File: src/rtl/codir_rx_pkg.sv
package codir_rx_pkg;

  // Rail identity of a line mark.
  typedef enum logic {
    RAIL_POS = 1'b0,
    RAIL_NEG = 1'b1
  } rail_e;

  // Decoded view of one line sample.
  typedef struct packed {
    logic  mark;
    rail_e rail;
  } line_samp_t;

  // Active-low rails to sample; a positive mark wins when both are low.
  function automatic line_samp_t decode_rails(input logic pos_n, input logic neg_n);
    line_samp_t s;
    s.mark = !pos_n || !neg_n;
    s.rail = pos_n ? RAIL_NEG : RAIL_POS;
    return s;
  endfunction

endpackage

File: src/rtl/codir_sync.sv
module codir_sync #(
  parameter int          W      = 1,
  parameter int          STAGES = 2,
  parameter logic [W-1:0] RST_V = '0
) (
  input  logic         clk,
  input  logic         rst_n,
  input  logic [W-1:0] d,
  output logic [W-1:0] q
);

  logic [W-1:0] stg_q [STAGES];

  genvar g;
  generate
    for (g = 0; g < STAGES; g++) begin : g_stage
      if (g == 0) begin : g_first
        always_ff @(posedge clk or negedge rst_n) begin
          if (!rst_n) stg_q[g] <= RST_V;
          else        stg_q[g] <= d;
        end
      end else begin : g_next
        always_ff @(posedge clk or negedge rst_n) begin
          if (!rst_n) stg_q[g] <= RST_V;
          else        stg_q[g] <= stg_q[g-1];
        end
      end
    end
  endgenerate

  assign q = stg_q[STAGES-1];

endmodule

File: src/rtl/codir_decoder.sv
module codir_decoder
  import codir_rx_pkg::*;
#(
  parameter int OCT_W      = 8,
  parameter int LOCK_HITS  = 2,
  parameter int LOSS_LIMIT = 2
) (
  input  logic             clk,
  input  logic             rst_n,
  input  logic             samp_evt,
  input  logic             pos_n,
  input  logic             neg_n,
  output logic             wr_en,
  output logic [OCT_W-1:0] wr_data,
  output logic             aligned
);

  localparam int SAMP = 2 * OCT_W;
  localparam int CW   = $clog2(SAMP);
  localparam int HW   = $clog2(LOCK_HITS + 1);
  localparam int MW   = $clog2(LOSS_LIMIT + 1);

  logic [CW-1:0]    cnt_q, cnt_d;
  logic             first_q;
  logic [OCT_W-2:0] sh_q;
  logic             have_q;
  rail_e            rail_q;
  logic [HW-1:0]    hit_q, hit_d, hit_inc;
  logic [MW-1:0]    miss_q, miss_d;
  logic             aligned_q, aligned_d;
  line_samp_t       smp;
  logic             viol, at_end;

  always_comb begin
    smp     = decode_rails(pos_n, neg_n);
    viol    = smp.mark && have_q && (smp.rail == rail_q);
    at_end  = (cnt_q == CW'(SAMP - 1));
    hit_inc = (hit_q == HW'(LOCK_HITS)) ? hit_q : hit_q + 1'b1;

    aligned_d = aligned_q;
    hit_d     = hit_q;
    miss_d    = miss_q;
    cnt_d     = (at_end || (viol && !aligned_q)) ? '0 : cnt_q + 1'b1;

    if (aligned_q) begin
      if (at_end) begin
        if (viol) begin
          miss_d = '0;
        end else if (miss_q == MW'(LOSS_LIMIT - 1)) begin
          aligned_d = 1'b0;
          hit_d     = '0;
          miss_d    = '0;
        end else begin
          miss_d = miss_q + 1'b1;
        end
      end
    end else if (viol) begin
      hit_d = (at_end && hit_q != '0) ? hit_inc : HW'(1);
      if (hit_d == HW'(LOCK_HITS)) begin
        aligned_d = 1'b1;
        miss_d    = '0;
      end
    end else if (at_end) begin
      hit_d = '0;
    end
  end

  always_ff @(posedge clk or negedge rst_n) begin
    if (!rst_n) begin
      cnt_q     <= '0;
      first_q   <= 1'b0;
      sh_q      <= '0;
      have_q    <= 1'b0;
      rail_q    <= RAIL_POS;
      hit_q     <= '0;
      miss_q    <= '0;
      aligned_q <= 1'b0;
    end else if (samp_evt) begin
      cnt_q     <= cnt_d;
      hit_q     <= hit_d;
      miss_q    <= miss_d;
      aligned_q <= aligned_d;
      if (smp.mark) begin
        have_q <= 1'b1;
        rail_q <= smp.rail;
      end
      if (!cnt_q[0]) first_q <= smp.mark;
      else           sh_q    <= {sh_q[OCT_W-3:0], first_q};
    end
  end

  assign wr_en   = samp_evt && at_end && aligned_d;
  assign wr_data = {sh_q, first_q};
  assign aligned = aligned_q;

  AST_LOCK_ON_BOUNDARY: assert property (@(posedge clk) disable iff (!rst_n)
    $rose(aligned_q) |-> $past(samp_evt && viol));
  AST_LOSS_AT_OCTET_END: assert property (@(posedge clk) disable iff (!rst_n)
    $fell(aligned_q) |-> $past(samp_evt && at_end && !viol));
  AST_STORE_WHILE_LOCKED: assert property (@(posedge clk) disable iff (!rst_n)
    wr_en |=> aligned_q);
  AST_STRAY_KEEPS_PHASE: assert property (@(posedge clk) disable iff (!rst_n)
    (samp_evt && aligned_q && viol && !at_end) |=> (cnt_q == $past(cnt_q) + 1'b1));

endmodule

File: src/rtl/codir_octet_buf.sv
module codir_octet_buf #(
  parameter int OCT_W = 8
) (
  input  logic             clk,
  input  logic             rst_n,
  input  logic             wr_en,
  input  logic [OCT_W-1:0] wr_data,
  input  logic             rd_req,
  output logic [OCT_W-1:0] rd_data
);

  localparam int NREG = 2;

  logic [NREG-1:0][OCT_W-1:0] mem_q;
  logic [NREG-1:0]            full_q;
  logic                       newest_q;
  logic                       last_q;
  logic                       pick;
  logic                       wtgt;

  always_comb begin
    wtgt = !newest_q;
    if (full_q[!newest_q])    pick = !newest_q;
    else if (full_q[newest_q]) pick = newest_q;
    else                       pick = last_q;
    rd_data = mem_q[pick];
  end

  always_ff @(posedge clk or negedge rst_n) begin
    if (!rst_n) begin
      mem_q    <= '1;
      full_q   <= '0;
      newest_q <= 1'b1;
      last_q   <= 1'b0;
    end else begin
      if (rd_req) begin
        full_q[pick] <= 1'b0;
        last_q       <= pick;
      end
      if (wr_en) begin
        mem_q[wtgt]  <= wr_data;
        full_q[wtgt] <= 1'b1;
        newest_q     <= wtgt;
      end
    end
  end

  AST_WRITE_FILLS: assert property (@(posedge clk) disable iff (!rst_n)
    wr_en |=> full_q[newest_q]);
  AST_REPEAT_HOLDS: assert property (@(posedge clk) disable iff (!rst_n)
    (rd_req && !wr_en && full_q == '0) |=> (full_q == '0) && $stable(last_q));
  AST_OLDEST_FIRST: assert property (@(posedge clk) disable iff (!rst_n)
    (rd_req && full_q == '1) |=> (last_q == $past(!newest_q)));

endmodule

File: src/rtl/codir_slot_out.sv
module codir_slot_out #(
  parameter int OCT_W = 8
) (
  input  logic             clk,
  input  logic             rst_n,
  input  logic             bit_evt,
  input  logic             slot_on,
  input  logic [OCT_W-1:0] rd_data,
  output logic             rd_req,
  output logic             pcm_out,
  output logic             pcm_act
);

  localparam int BW = $clog2(OCT_W + 1);

  logic [BW-1:0]    bcnt_q;
  logic [OCT_W-1:0] burst_q;
  logic             out_q, act_q;

  assign rd_req = bit_evt && slot_on && (bcnt_q == '0);

  always_ff @(posedge clk or negedge rst_n) begin
    if (!rst_n) begin
      bcnt_q  <= '0;
      burst_q <= '1;
      out_q   <= 1'b1;
      act_q   <= 1'b0;
    end else if (bit_evt) begin
      if (!slot_on) begin
        bcnt_q <= '0;
        out_q  <= 1'b1;
        act_q  <= 1'b0;
      end else if (bcnt_q == '0) begin
        burst_q <= rd_data << 1;
        out_q   <= rd_data[OCT_W-1];
        act_q   <= 1'b1;
        bcnt_q  <= BW'(1);
      end else if (bcnt_q < BW'(OCT_W)) begin
        burst_q <= burst_q << 1;
        out_q   <= burst_q[OCT_W-1];
        bcnt_q  <= bcnt_q + 1'b1;
      end else begin
        out_q <= 1'b1;
        act_q <= 1'b0;
      end
    end
  end

  assign pcm_out = out_q;
  assign pcm_act = act_q;

  AST_IDLE_HIGH: assert property (@(posedge clk) disable iff (!rst_n)
    !pcm_act |-> pcm_out);
  AST_BURST_STARTS_WITH_READ: assert property (@(posedge clk) disable iff (!rst_n)
    $rose(pcm_act) |-> $past(rd_req));
  AST_ACT_NEEDS_SLOT: assert property (@(posedge clk) disable iff (!rst_n)
    (bit_evt && !slot_on) |=> !pcm_act);

endmodule

File: src/rtl/codir_rx.sv
module codir_rx #(
  parameter int OCT_W       = 8,
  parameter int SYNC_STAGES = 2,
  parameter int LOCK_HITS   = 2,
  parameter int LOSS_LIMIT  = 2
) (
  input  logic clk,
  input  logic rst_n,
  input  logic line_pos_n,
  input  logic line_neg_n,
  input  logic rec_clk,
  input  logic loc_clk,
  input  logic slot_a,
  input  logic slot_b,
  input  logic slot_sel,
  output logic pcm_out,
  output logic pcm_act,
  output logic octet_aligned
);

  localparam int NIN = 7;

  logic [NIN-1:0] pins, pins_s;
  logic           pos_s, neg_s, rclk_s, lclk_s, sa_s, sb_s, sel_s;
  logic           rclk_d, lclk_d;
  logic           samp_evt, bit_evt, slot_on;
  logic             wr_en, rd_req;
  logic [OCT_W-1:0] wr_data, rd_data;

  assign pins = {line_pos_n, line_neg_n, rec_clk, loc_clk, slot_a, slot_b, slot_sel};

  codir_sync #(
    .W      (NIN),
    .STAGES (SYNC_STAGES),
    .RST_V  (7'b1100000)
  ) u_sync (
    .clk   (clk),
    .rst_n (rst_n),
    .d     (pins),
    .q     (pins_s)
  );

  assign {pos_s, neg_s, rclk_s, lclk_s, sa_s, sb_s, sel_s} = pins_s;

  always_ff @(posedge clk or negedge rst_n) begin
    if (!rst_n) begin
      rclk_d <= 1'b0;
      lclk_d <= 1'b0;
    end else begin
      rclk_d <= rclk_s;
      lclk_d <= lclk_s;
    end
  end

  assign samp_evt = rclk_s && !rclk_d;
  assign bit_evt  = lclk_s && !lclk_d;
  assign slot_on  = sel_s ? sa_s : sb_s;

  codir_decoder #(
    .OCT_W      (OCT_W),
    .LOCK_HITS  (LOCK_HITS),
    .LOSS_LIMIT (LOSS_LIMIT)
  ) u_dec (
    .clk      (clk),
    .rst_n    (rst_n),
    .samp_evt (samp_evt),
    .pos_n    (pos_s),
    .neg_n    (neg_s),
    .wr_en    (wr_en),
    .wr_data  (wr_data),
    .aligned  (octet_aligned)
  );

  codir_octet_buf #(
    .OCT_W (OCT_W)
  ) u_buf (
    .clk     (clk),
    .rst_n   (rst_n),
    .wr_en   (wr_en),
    .wr_data (wr_data),
    .rd_req  (rd_req),
    .rd_data (rd_data)
  );

  codir_slot_out #(
    .OCT_W (OCT_W)
  ) u_out (
    .clk     (clk),
    .rst_n   (rst_n),
    .bit_evt (bit_evt),
    .slot_on (slot_on),
    .rd_data (rd_data),
    .rd_req  (rd_req),
    .pcm_out (pcm_out),
    .pcm_act (pcm_act)
  );

endmodule

File: config.mk
export PLATFORM = sky130hd
export DESIGN_NAME = codir_rx
export DESIGN_NICKNAME = d
export VERILOG_FILES = /design/src/rtl/codir_rx_pkg.sv /design/src/rtl/codir_sync.sv /design/src/rtl/codir_decoder.sv /design/src/rtl/codir_octet_buf.sv /design/src/rtl/codir_slot_out.sv /design/src/rtl/codir_rx.sv
export SDC_FILE = /design/constraint.sdc
export NUM_CORES = 1
export LEC_CHECK = 0
export ABC_CLOCK_PERIOD_IN_PS = 5200
export BUFFER_PORTS_ARGS = -buffer_cell sky130_fd_sc_hd__buf_2
export CAP_MARGIN = 20
export CORE_MARGIN = 3
export CORE_UTILIZATION = 65
export DETAILED_ROUTE_END_ITERATION = 16
export PLACE_DENSITY_LB_ADDON = 0.08
export SLEW_MARGIN = 0
export SYNTH_ARGS = -nofsm -noshare
export SYNTH_HDL_FRONTEND = slang
export SYNTH_SLANG_ARGS = --single-unit
File: constraint.sdc
create_clock -name clk -period 5.2 [get_ports clk]
set_input_delay 0 -clock clk [delete_from_list [all_inputs] [get_ports clk]]
set_output_delay 0 -clock clk [all_outputs]
set_load 0.05 [all_outputs]
==> results_dict.tcl, run 1 <==
set metrics [dict create \
    whs_ns 0.305 \
    coreArea_um2 4410 \
    synthCells 246 \
    ys_seq_area_frac 0.588 \
    synth.largest_area_cell "dfrtp_1" \
    routed.top_layer "met4" \
    antenna_found_initial 0 \
    wl_per_cell_um 15.8 \
    final_max_slew_viol_count 0 \
    slew_headroom 0.366 \
    timing.final.crit_period_ns 2.10 \
    routabilityCongestion 0.831 \
    end_kind "flip-flop" \
    hold_viol 0 \
    drc 0 \
    slowest_delay_ns 0.48 \
    io_pins 12 \
    crit_buf_inv 0 \
    clk_latency_ns 0.34 \
    yosysTopAreaCellShare 0.325 \
    tns_ns 0 \
    clock.fmax_mhz 476 \
    area_growth_pct 14.0 \
    htreeDepth 3 \
    rsz0062_at_grt "false" \
    cellLeakagePower_nw 1.51 \
    cp.required_ns 5.47 \
    synthArstFlopShare 1.00 \
    rows 24 \
    drt_pass1_iterations 4 \
    crit_family "compound AO/OA/AOI/OAI gates" \
    start_kind "flip-flop" \
    power_mw 1.43 \
    syn_nets 259 \
    root_buffer "clkbuf_8" \
    peakVddDrop_mv 0.308 \
    worst_pin_slew_ns 0.949 \
    final_cells 325 \
    setup_viol 0 \
    cts.sinks 69 \
    layout_setup_ws_ns 3.10 \
    fillers 269 \
    wl_met1_um 2570 \
    postRouteAntennaNets 0 \
    chipHeight_um 73.9 \
    initial_utilization 0.680 \
    final_nets 281 \
    status "finished clean" \
    drtIter0Drc 132 \
    place_inst 301 \
    ys_warn_count 0 \
    final.setup_skew_ns 0.00528 \
    diodes 0 \
    yosys-top-cells-area "dfrtp_1, dfstp_2, mux2_2" \
    cts.clk_slew.worst_paths_ns 0.07 \
    final_common_cell "dfrtp_1" \
    hp-class "in -> reg" \
    drt_wl_total_um 5140 \
    cts_tree "done" \
    p_per_area_nw_per_um2 419 \
    dieArea_um2 5470 \
    cts.repair.resized 0 \
    hpwl_um 3160 \
    wl_met3_um 162 \
    cp_slowest_cell "a311oi_4" \
    grt_pass1_wl_um 8800 \
    preCtsSetupSlack_ns 3.09 \
    io_buffers 11 \
    cap_violations 0 \
    cts_buffers 9 \
    met2WireLength_um 2350 \
    synth_area_um2 3000 \
    fin_area_um2 3420 \
    cts_max_path_buffers 2 \
    vias_per_cell 5.76 \
    synth_cell_types 47 \
    ys.flop_type "dfrtp_1" \
    synth_edf_count 0 \
    post_route_cells_drive_above_1_share 0.337 \
    path_class "reg -> reg" \
    post-route-util 0.775 \
    worst-path-max-fanout 12 \
    placed_area_um2 3090 \
    die_width_um 73.9 \
    via_count 1873 \
    grt_max_degree 70 \
    ys_seq_elements 69 \
    arrival_ns 2.37 \
    period_share 0.404 \
    track_usage 0.217 \
    final_cell_mix "dfrtp_1, dfstp_2, nand2_1, mux2_2, nor2_1" \
    postSynthAreaPerCell_um2 12.2 \
    crit_chain "ha_1, nand3_1, a311oi_4, o211ai_4, mux2_4" \
    grt_pass1_vias 1831 \
    gr-total-overflow 0 \
]
## sequential cells by signal, summed over array words and instances, names as in the netlist, 2 cells and up
register and flops:
u_dec.miss_q 2, u_dec.cnt_q 4, u_sync.q 7, u_sync.stg_q 7, u_out.burst_q 8, u_buf.mem_q 16
u_buf.full_q 2, u_out.bcnt_q 4, u_dec.sh_q 7, u_dec.hit_q 2
## worst paths after layout
kind / from / to / slack [ns] / cells after the start
setup reg to reg: u_dec.cnt_q[0] / u_buf.mem_q[0] / 3.10 / 5
min in group asynchronous: rst_n / u_out.bcnt_q[1] / 0.37 / 3
hold reg to reg: u_sync.stg_q[10] / u_sync.q[3] / 0.35 / 0
setup / recovery: u_dec.cnt_q[0] / u_buf.mem_q[0] / 3.10 / 5
hold / removal: loc_clk / u_sync.stg_q[10] / 0.30 / 2
max in group asynchronous: rst_n / u_dec.miss_q[1] / 4.30 / 3
## per-layer routing
metal	up-vias	track usage
li1	924	-
met1	911	0.322
met2	32	0.306
met3	6	0.0500
met4	0	0.0966
met5	-	0
## power breakdown
group | switching, mW | internal [mW]
Sequential | 0.0646 | 0.632
Combinational | 0.118 | 0.0876
Clock | 0.201 | 0.331
## kinds of logic (layout without fill, tap and decap cells)
| logic type | count (synthesis) | after routing | synth area share |
|---|---|---|---|
| simple gates | 73 | 73 | 0.128 |
| flops | 69 | 69 | 0.588 |
| compound gates | 55 | 55 | 0.146 |
| mux | 25 | 25 | 0.0942 |
| buf+inv | 19 | 46 | 0.0242 |
| fa+ha+maj | 4 | 4 | 0.0167 |
| xor+xnor | 1 | 1 | 0.00292 |
## layout make-up
| class | count | area, um2 | share of cell area |
|---|---|---|---|
| inverters | 10 | 37.5 | 0.0110 |
| well taps | 52 | 65.1 | 0.0190 |
| clock inverters | 6 | 110 | 0.0322 |
| multi-input cells | 158 | 1160 | 0.340 |
| flip-flops and latches | 69 | 1760 | 0.516 |
| clock buffers | 10 | 138 | 0.0402 |
| repair buffers | 20 | 143 | 0.0417 |
## cell usage after synthesis, types with 4 or more instances
master    instances
ha_1              4
a211oi_1          8
nor2b_1           5
a21oi_1           8
dfrtp_1          39
inv_1            10
mux2_2           22
o31ai_1           7
o21ai_0          11
nor2_1           15
and3_1            8
dfstp_2          30
clkbuf_1          8
nand3_1           4
nand2_1          22
## repair_timing
action                    in CTS  in global routing
hold endpoints to repair      46                  0
setup buffers                  0                  0
hold buffers                   8                  0
(Power assumes the default switching activity.)
==> run 2: changes to the inputs <==
--- a/config.mk
+++ b/config.mk
@@ -5,11 +5,11 @@
 export SDC_FILE = /design/constraint.sdc
 export NUM_CORES = 1
 export LEC_CHECK = 0
-export ABC_CLOCK_PERIOD_IN_PS = 5200
+export ABC_CLOCK_PERIOD_IN_PS = 1900
 export BUFFER_PORTS_ARGS = -buffer_cell sky130_fd_sc_hd__buf_2
 export CAP_MARGIN = 20
 export CORE_MARGIN = 3
-export CORE_UTILIZATION = 65
+export CORE_UTILIZATION = 55
 export DETAILED_ROUTE_END_ITERATION = 16
 export PLACE_DENSITY_LB_ADDON = 0.08
 export SLEW_MARGIN = 0
==> constraint.sdc (replaced) <==
create_clock -name clk -period 1.9 [get_ports clk]
set_input_delay 0 -clock clk [delete_from_list [all_inputs] [get_ports clk]]
set_output_delay 0 -clock clk [all_outputs]
set_load 0.05 [all_outputs]
==> results_dict.tcl, run 2 (synthesized netlist as in run 1, its figures left out) <==
set metrics [dict create \
    status "finished clean" \
    drtIter0Drc 130 \
    cts_tree "done" \
    final.setup_skew_ns 0.00849 \
    io_buffers 11 \
    crit_start "u_dec.rail_q" \
    final_nets 297 \
    rows 26 \
    clock.fmax_mhz 541 \
    hpwl_um 3500 \
    cellLeakagePower_nw 1.59 \
    rrSetupSlack_ns 0.05 \
    crit_chain "or3b_4, a311oi_4, buf_6, o211ai_4, mux2_4" \
    cts_buffers 9 \
    cp_slowest_cell "or3b_4" \
    cts.clk_slew.worst_paths_ns 0.07 \
    grt_max_degree 29 \
    routabilityCongestion 0.801 \
    final_cell_mix "dfrtp_1, dfstp_2, nand2_1, mux2_2" \
    vias_per_cell 5.42 \
    htreeDepth 3 \
    drt_pass1_iterations 4 \
    final_max_slew_viol_count 0 \
    antenna_found_initial 0 \
    hold_viol 0 \
    crit_buf_inv 1 \
    setup_viol 0 \
    postRouteAntennaNets 0 \
    post_route_cells_drive_above_1_share 0.381 \
    crit_family "simple AND/OR/NAND/NOR gates" \
    preCtsSetupSlack_ns 0.0298 \
    slowest_delay_ns 0.44 \
    end_kind "flip-flop" \
    timing.final.crit_period_ns 1.85 \
    root_buffer "clkbuf_8" \
    r2r_cells 5 \
    io_pins 12 \
    drt_wl_total_um 5230 \
    dieArea_um2 6380 \
    p_per_area_nw_per_um2 1070 \
    period_share 0.972 \
    peakVddDrop_mv 0.683 \
    hp-class "in -> async" \
    clk_latency_ns 0.34 \
    cts.sinks 69 \
    wl_per_cell_um 14.6 \
    chipHeight_um 79.9 \
    gr-total-overflow 0 \
    post-route-util 0.685 \
    slew_headroom 0.594 \
    reg_top3 "u_buf.mem_q x16, u_out.burst_q x8" \
    final_common_cell "dfrtp_1" \
    die_width_um 79.9 \
    initial_utilization 0.576 \
    coreArea_um2 5200 \
    grt_pass1_vias 1957 \
    diodes 0 \
    cap_violations 0 \
    grt_pass1_wl_um 8830 \
    area_growth_pct 18.8 \
    start_kind "flip-flop" \
    worst_pin_slew_ns 0.609 \
    arrival_ns 2.12 \
    layout_setup_ws_ns 0.0525 \
    cts_max_path_buffers 2 \
    drc 0 \
    worst-path-max-fanout 9 \
    track_usage 0.185 \
    via_count 1944 \
    cp.required_ns 2.17 \
    top_register "u_buf.mem_q" \
    r2r_end "u_buf.mem_q[0]" \
    fillers 384 \
    largest_register_ffs 16 \
    r2r_start "u_dec.rail_q" \
    path_class "reg -> reg" \
]
[run 2: changes by cell type in the layout (fill, tap and decap cells not counted), sizes merged]
| cell | delta |
|---|---|
| clkinv | +2 |
| clkinvlp | -1 |
| buf | +16 |
| bufinv | -1 |
[run 2: what timing repair did]
action	in CTS	in global routing
setup endpoints to repair	0	20
gates resized for setup	0	4
hold buffers	8	0
buffers inserted	0	2
hold endpoints to repair	20	0
[run 2: metal layers]
layer / up-vias / track usage / share of wire
met1: 950 / 0.219 / 0.47
met5: - / 0 / 0
li1: 962 / - / -
met2: 22 / 0.312 / 0.49
met3: 10 / 0.0372 / 0.019
met4: 0 / 0.105 / 0.021
[run 2: worst max path at each step]
stage	cells past startpoint	end	slack (ns)
CTS	6	u_buf.full_q[1]	0.01
detailed placement	6	u_buf.full_q[1]	0.03
global placement	4	u_buf.mem_q[0]	0.05
finish	5	u_buf.mem_q[0]	0.05
global route	5	u_buf.mem_q[0]	-0.004
floorplan	7	u_buf.full_q[1]	0.007
[run 2: final cells by class]
class                           instances  area (um2)  area share
Tap cell                               70        87.6      0.0246
Clock inverter                          6        86.3      0.0242
Clock buffer                           10         138      0.0386
Multi-Input combinational cell        158        1170       0.329
Inverter                               10        37.5      0.0105
Timing Repair Buffer                   36         279      0.0783
Sequential cell                        69        1760       0.495
[run 2: per-stage QoR]
stage | power, mW | hold slack [ns] | TNS [ns] | cell area, um2 | cells
after global placement | 2.51 | 0.0404 | 0 | 3230 | 333
after floorplan | 2.30 | -0.296 | 0 | 3000 | 246
after detailed placement | 2.52 | 0.0424 | 0 | 3230 | 333
after global routing | 4.04 | 0.241 | -0.00413 | 3560 | 359
final | 3.83 | 0.202 | 0 | 3560 | 359
after CTS | 3.87 | 0.213 | 0 | 3540 | 357
[run 2: report_power, final]
group / switching, mW / internal, mW
registers: 0.151 / 1.73
logic: 0.338 / 0.288
clock network: 0.553 / 0.772
total: 1.04 / 2.79
